## config.mk

```make
export PLATFORM = sky130hd
export DESIGN_NAME = updn_timer16
export DESIGN_NICKNAME = d
export VERILOG_FILES = /design/src/rtl/updn_timer16_pkg.sv /design/src/rtl/tmr_cfg_regs.sv /design/src/rtl/tmr_slope_fsm.sv /design/src/rtl/tmr_cmp_gate.sv /design/src/rtl/updn_timer16.sv
export SDC_FILE = /design/constraint.sdc
export NUM_CORES = 1
export LEC_CHECK = 0
export ABC_AREA = 1
export CORE_MARGIN = 4
export CORE_UTILIZATION = 45
export DETAILED_ROUTE_END_ITERATION = 10
export GPL_TIMING_DRIVEN = 1
export SKIP_CTS_REPAIR_TIMING = 1
export SYNTH_ARGS = -nofsm -noshare
export SYNTH_HDL_FRONTEND = slang
export SYNTH_SLANG_ARGS = --single-unit
```

## constraint.sdc

```tcl
create_clock -name clk -period 3.9 [get_ports clk]
set_input_delay 0.39 -clock clk [delete_from_list [all_inputs] [get_ports clk]]
set_output_delay 0.39 -clock clk [all_outputs]
set_load 0.02 [all_outputs]
```

## src/rtl/updn_timer16_pkg.sv

```systemverilog
package updn_timer16_pkg;

    typedef enum logic [1:0] {
        CM_EDGE     = 2'b00,
        CM_CTR_DN   = 2'b01,
        CM_CTR_UP   = 2'b10,
        CM_CTR_BOTH = 2'b11
    } cmode_t;

    typedef enum logic [1:0] {
        ST_IDLE = 2'b00,
        ST_UP   = 2'b01,
        ST_DOWN = 2'b10
    } slope_t;

    localparam logic [1:0] SEL_CTRL   = 2'd0;
    localparam logic [1:0] SEL_RELOAD = 2'd1;
    localparam logic [1:0] SEL_CMP    = 2'd2;

    localparam int B_EN    = 0;
    localparam int B_OPM   = 1;
    localparam int B_URS   = 2;
    localparam int B_DIR   = 3;
    localparam int B_MODE  = 4;
    localparam int B_STAGE = 6;

endpackage

```

## src/rtl/tmr_cfg_regs.sv

```systemverilog
module tmr_cfg_regs
    import updn_timer16_pkg::*;
#(
    parameter int W = 16
) (
    input  logic         clk,
    input  logic         rst_n,
    input  logic         wr_en,
    input  logic [1:0]   wr_sel,
    input  logic [W-1:0] wr_data,
    input  logic         upd_ev,
    output logic         en,
    output logic         opm,
    output logic         urs,
    output logic         dir_bit,
    output cmode_t       mode,
    output logic [W-1:0] arr_act,
    output logic [W-1:0] arr_shd,
    output logic [W-1:0] ccr
);

    logic   stage;
    logic   wr_ctrl, wr_rld, wr_cmp;
    cmode_t mode_req;

    always_comb begin
        wr_ctrl  = wr_en && (wr_sel == SEL_CTRL);
        wr_rld   = wr_en && (wr_sel == SEL_RELOAD);
        wr_cmp   = wr_en && (wr_sel == SEL_CMP);
        mode_req = cmode_t'(wr_data[B_MODE+1:B_MODE]);
    end

    always_ff @(posedge clk or negedge rst_n) begin
        if (!rst_n) begin
            en      <= 1'b0;
            opm     <= 1'b0;
            urs     <= 1'b0;
            dir_bit <= 1'b0;
            mode    <= CM_EDGE;
            stage   <= 1'b0;
        end else if (wr_ctrl) begin
            en      <= wr_data[B_EN];
            opm     <= wr_data[B_OPM];
            urs     <= wr_data[B_URS];
            dir_bit <= wr_data[B_DIR];
            stage   <= wr_data[B_STAGE];
            if (!(en && mode == CM_EDGE && mode_req != CM_EDGE))
                mode <= mode_req;
        end else if (opm && upd_ev) begin
            en <= 1'b0;
        end
    end

    always_ff @(posedge clk or negedge rst_n) begin
        if (!rst_n) begin
            arr_shd <= {W{1'b1}};
            arr_act <= {W{1'b1}};
            ccr     <= '0;
        end else begin
            if (wr_rld)
                arr_shd <= wr_data;
            if (wr_rld && !stage)
                arr_act <= wr_data;
            else if (upd_ev)
                arr_act <= arr_shd;
            if (wr_cmp)
                ccr <= wr_data;
        end
    end

endmodule

```

## src/rtl/tmr_slope_fsm.sv

```systemverilog
module tmr_slope_fsm
    import updn_timer16_pkg::*;
#(
    parameter int W = 16
) (
    input  logic         clk,
    input  logic         rst_n,
    input  logic         en,
    input  logic         dir_bit,
    input  cmode_t       mode,
    input  logic         urs,
    input  logic [W-1:0] arr_act,
    input  logic [W-1:0] arr_shd,
    input  logic         ug,
    input  logic         ext_ur,
    output logic [W-1:0] cnt,
    output logic         slope_dn,
    output logic         upd_ev,
    output logic         upd_irq
);

    localparam logic [W-1:0] ONE = W'(1);

    slope_t       st_q, st_d, run_next;
    logic [W-1:0] cnt_q, cnt_d;
    logic         wrap, center;

    always_comb begin
        center   = (mode != CM_EDGE);
        slope_dn = center ? (st_q == ST_DOWN) : dir_bit;
        cnt_d    = cnt_q;
        wrap     = 1'b0;
        if (en) begin
            if (!slope_dn) begin
                if (cnt_q >= arr_act) begin
                    wrap  = 1'b1;
                    cnt_d = center ? ((arr_act == '0) ? '0 : arr_act - ONE) : '0;
                end else begin
                    cnt_d = cnt_q + ONE;
                end
            end else begin
                if (cnt_q == '0) begin
                    wrap  = 1'b1;
                    cnt_d = center ? ((arr_act == '0) ? '0 : ONE) : arr_act;
                end else begin
                    cnt_d = cnt_q - ONE;
                end
            end
        end
        if (center)
            run_next = (wrap ^ slope_dn) ? ST_DOWN : ST_UP;
        else
            run_next = dir_bit ? ST_DOWN : ST_UP;

        unique case (st_q)
            ST_IDLE: st_d = en ? run_next : ST_IDLE;
            ST_UP:   st_d = en ? run_next : ST_IDLE;
            ST_DOWN: st_d = en ? run_next : ST_IDLE;
            default: st_d = ST_IDLE;
        endcase

        if (ug) begin
            cnt_d = (!center && dir_bit) ? arr_shd : '0;
            st_d  = !en ? ST_IDLE : ((!center && dir_bit) ? ST_DOWN : ST_UP);
        end
        upd_ev = wrap || ug || ext_ur;
    end

    always_ff @(posedge clk or negedge rst_n) begin
        if (!rst_n) begin
            st_q    <= ST_IDLE;
            cnt_q   <= '0;
            upd_irq <= 1'b0;
        end else begin
            st_q    <= st_d;
            cnt_q   <= cnt_d;
            upd_irq <= wrap || (!urs && (ug || ext_ur));
        end
    end

    always_comb cnt = cnt_q;

endmodule

```

## src/rtl/tmr_cmp_gate.sv

```systemverilog
module tmr_cmp_gate
    import updn_timer16_pkg::*;
#(
    parameter int W = 16
) (
    input  logic         clk,
    input  logic         rst_n,
    input  logic         en,
    input  cmode_t       mode,
    input  logic         slope_dn,
    input  logic [W-1:0] cnt,
    input  logic [W-1:0] ccr,
    output logic         cmp_irq
);

    logic slope_ok;

    always_comb begin
        unique case (mode)
            CM_EDGE:     slope_ok = 1'b1;
            CM_CTR_DN:   slope_ok = slope_dn;
            CM_CTR_UP:   slope_ok = !slope_dn;
            CM_CTR_BOTH: slope_ok = 1'b1;
            default:     slope_ok = 1'b0;
        endcase
    end

    always_ff @(posedge clk or negedge rst_n) begin
        if (!rst_n) cmp_irq <= 1'b0;
        else        cmp_irq <= en && slope_ok && (cnt == ccr);
    end

endmodule

```

## src/rtl/updn_timer16.sv

```systemverilog
module updn_timer16
    import updn_timer16_pkg::*;
#(
    parameter int W = 16
) (
    input  logic         clk,
    input  logic         rst_n,
    input  logic         wr_en,
    input  logic [1:0]   wr_sel,
    input  logic [W-1:0] wr_data,
    input  logic         ug,
    input  logic         ext_ur,
    output logic [W-1:0] cnt,
    output logic         dir_o,
    output logic         upd_irq,
    output logic         cmp_irq
);

    logic         en, opm, urs, dir_bit, upd_ev, slope_dn;
    cmode_t       mode;
    logic [W-1:0] arr_act, arr_shd, ccr;

    tmr_cfg_regs #(.W(W)) u_regs (
        .clk(clk), .rst_n(rst_n), .wr_en(wr_en), .wr_sel(wr_sel),
        .wr_data(wr_data), .upd_ev(upd_ev), .en(en), .opm(opm),
        .urs(urs), .dir_bit(dir_bit), .mode(mode), .arr_act(arr_act),
        .arr_shd(arr_shd), .ccr(ccr)
    );

    tmr_slope_fsm #(.W(W)) u_fsm (
        .clk(clk), .rst_n(rst_n), .en(en), .dir_bit(dir_bit),
        .mode(mode), .urs(urs), .arr_act(arr_act), .arr_shd(arr_shd),
        .ug(ug), .ext_ur(ext_ur), .cnt(cnt), .slope_dn(slope_dn),
        .upd_ev(upd_ev), .upd_irq(upd_irq)
    );

    tmr_cmp_gate #(.W(W)) u_cmp (
        .clk(clk), .rst_n(rst_n), .en(en), .mode(mode),
        .slope_dn(slope_dn), .cnt(cnt), .ccr(ccr), .cmp_irq(cmp_irq)
    );

    always_comb dir_o = slope_dn;

endmodule

```

==> impl_metrics.env <==
export IMPL_synth_cell_area_um2=5700
export IMPL_nets=838
export IMPL_area_delta_synth_final_pct=14.0
export IMPL_drive_gt1_share_pct=17.0
export IMPL_drtAntennaViolNets=0
export IMPL_cts_max_level=3
export IMPL_total_power_mw=3.69
export IMPL_internal_power_mw=2.05
export IMPL_cp_required_ns=4.13
export IMPL_drv_slew=0
export IMPL_yosys_area_top_type_share_pct=18.9
export IMPL_ys_flop_type="dfrtp_1"
export IMPL_dr_total_vias=5295
export IMPL_startpoint="u_regs.arr_act[11]"
export IMPL_cts_root_buf="clkbuf_16"
export IMPL_dieArea_um2=14500
export IMPL_r2r_cells=12
export IMPL_fin_crit_sh_pct=78.3
export IMPL_p_leak_nw=2.94
export IMPL_grt_setup_unrepaired="false"
export IMPL_peakVddDrop_v=0.000311
export IMPL_yosys_area_top_type="dfrtp_1"
export IMPL_track_usage_pct=27.4
export IMPL_status="complete, no violations"
export IMPL_core_um2=12200
export IMPL_clock_skew_final_ns=0.00637
export IMPL_max_slew_margin_pct=34.0
export IMPL_grt_overflow=0
export IMPL_hpwl_um=14700
export IMPL_setup_viol=0
export IMPL_io_buffers=41
export IMPL_diodes=0
export IMPL_die_y_um=121
export IMPL_fin_tns_setup_ns=0
export IMPL_drt_iter0_drc=399
export IMPL_cp_arrival_ns=3.28
export IMPL_netlist_top_cells_count="nand2_1, o21ai_0, inv_1"
export IMPL_syn_inst=757
export IMPL_powerDensity_nw_per_um2=568
export IMPL_swShare_pct=44.3
export IMPL_gp_congestion=0.942
export IMPL_min_path_type="in2async"
export IMPL_drc_errors=0
export IMPL_cts_tree="built"
export IMPL_worstSetupPathType="reg2reg"
export IMPL_final_cells=964
export IMPL_clock_sinks=75
export IMPL_insertion_delay_ns=0.34
export IMPL_yosysMostFrequentCell="nand2_1"
export IMPL_finish_utilization_pct=53.2
export IMPL_p_comb_share_pct=46.5
export IMPL_p_clk_share_pct=23.1
export IMPL_path_clk_slew_ns=0.06
export IMPL_vias_per_cell=5.49
export IMPL_dr_pass1_iters=5
export IMPL_io_pins=42
export IMPL_ys_ff_latch=75
export IMPL_ys_types=48
export IMPL_r2r_start="u_regs.arr_act[11]"
export IMPL_ys_warn_count=0
export IMPL_cts_made_buffers=9
export IMPL_hold_slack_ns=0.201
export IMPL_max_slew_worst_pin_slew_ns=0.987
export IMPL_syn_area_per_cell_um2=7.53
export IMPL_grt_max_degree=76
export IMPL_totalWireLength_um=19000
export IMPL_async_reset_ff_share_pct=100
export IMPL_finalWorstPathRequiredPeriod_ns=3.05
export IMPL_hold_viol=0
export IMPL_drv_cap=0
export IMPL_synth_area_leaders="dfrtp_1, dfstp_2, nand2_1, o21ai_0, ha_1"
export IMPL_die_width_um=121
export IMPL_clk_path_buf_depth=2
export IMPL_grt_pass1_vias=5249
export IMPL_switching_power_mw=1.64
export IMPL_max_freq_ghz=0.327
export IMPL_power_frac_seq_pct=30.3
export IMPL_cp_max_fo=20
export IMPL_start_kind="flip-flop"
export IMPL_grt_first_pass_wirelength_um=30000
export IMPL_synth_edf_count=0
export IMPL_seq_area_frac_synth_pct=33.6
export IMPL_dp_cells=948
export IMPL_routedWlPerCell_um=19.7
export IMPL_antenna_found_initial=0
export IMPL_setup_worst_path_end_class="flip-flop"
export IMPL_initial_core_util_pct=46.7
export IMPL_core_rowCount=40
export IMPL_syn_nets=804
[registers in the layout, indices dropped and copies added, names as in the netlist]
register        flops
u_cmp.cmp_irq       1
u_fsm.st_q          2
u_regs.opm          1
u_fsm.upd_irq       1
u_regs.urs          1
u_regs.dir_bit      1
u_regs.ccr         16
u_fsm.cnt          16
u_regs.arr_shd     16
u_regs.en           1
u_regs.arr_act     16
u_regs.mode         2
u_regs.stage        1
[through the flow]
step / cell area (um2) / worst slack, ns
final: 6500 / 0.846
after global routing: 6500 / 0.645
after CTS: 6500 / 0.866
after detailed placement: 6200 / 0.820
after global placement: 6200 / 0.830
after floorplan: 5700 / 1.81
[worst max-delay path: stages (launching register included)]
cell	delay [ns]
dfstp_2	0.61
inv_1	0.13
ha_1	0.33
a21oi_1	0.15
a21oi_1	0.08
nor2_1	0.26
nand2_1	0.58
inv_2	0.37
nand2_1	0.11
nand3_1	0.10
nand2_1	0.09
nand2_1	0.08
nand2_1	0.05
[power groups by stage]
stage,clock network (mW),logic (mW),registers (mW)
5_1_grt,0.912,1.89,1.14
6_report,0.854,1.72,1.12
4_1_cts,0.870,1.70,1.12
2_1_floorplan,0,1.17,1.11
3_3_place_gp,0,1.69,1.13
3_5_place_dp,0,1.69,1.13
[path summary, 6_finish.rpt]
| kind | endpoint | slack [ns] |
|---|---|---|
| worst max-delay path | u_fsm.cnt[9] | 0.85 |
| worst min-delay path | u_fsm.cnt[5] | 0.20 |
| worst max register to register | u_fsm.cnt[9] | 0.85 |
| worst min register to register | u_fsm.upd_irq | 0.48 |
| max in group asynchronous | u_fsm.cnt[10] | 3.06 |
| min in group clk | u_fsm.upd_irq | 0.48 |
[placed cells by master, fill, tap and decap left out, types with 6 or more instances in the layout]
| cell | n |
|---|---|
| inv_2 | 12 |
| dfstp_2 | 32 |
| xor2_1 | 33 |
| o211ai_1 | 6 |
| nor2_4 | 7 |
| nor2_1 | 60 |
| o21ai_2 | 16 |
| inv_1 | 72 |
| nand4_1 | 8 |
| o21ai_0 | 75 |
| ha_1 | 24 |
| nand2_2 | 15 |
| dfrtp_1 | 43 |
| a21oi_1 | 27 |
| a32oi_1 | 12 |
| nor3_1 | 9 |
| nand2_1 | 180 |
| o21ai_1 | 8 |
| clkdlybuf4s50_1 | 40 |
| nand3_1 | 39 |
| buf_4 | 14 |
| clkbuf_16 | 9 |
[metal layers]
layer	GRT usage [%]	up-vias	wire length (um)
met5	0	-	0
met4	11.4	0	631
met3	6.50	39	1400
met2	41.0	218	8370
met1	38.0	2473	8620
li1	-	2565	-
[kinds of logic (layout without fill, tap and decap cells)]
kind of cell / count (synthesis) / after routing / synth area share, %
simple gates: 343 / 343 / 28.7
compound gates: 158 / 158 / 16.6
buf+inv: 117 / 156 / 9.55
flops: 75 / 75 / 33.6
xor+xnor: 38 / 38 / 5.84
fa+ha+maj: 24 / 24 / 5.27
mux: 2 / 2 / 0.395
[cell type report]
cell class	instances	area, um2
Timing Repair Buffer	54	505
Clock buffer	11	243
Fill cell	1258	5710
Clock inverter	5	60.1
Sequential cell	75	1920
Tap cell	168	210
Multi-Input combinational cell	565	3240
Inverter	86	325
(Power assumes the default switching activity.)
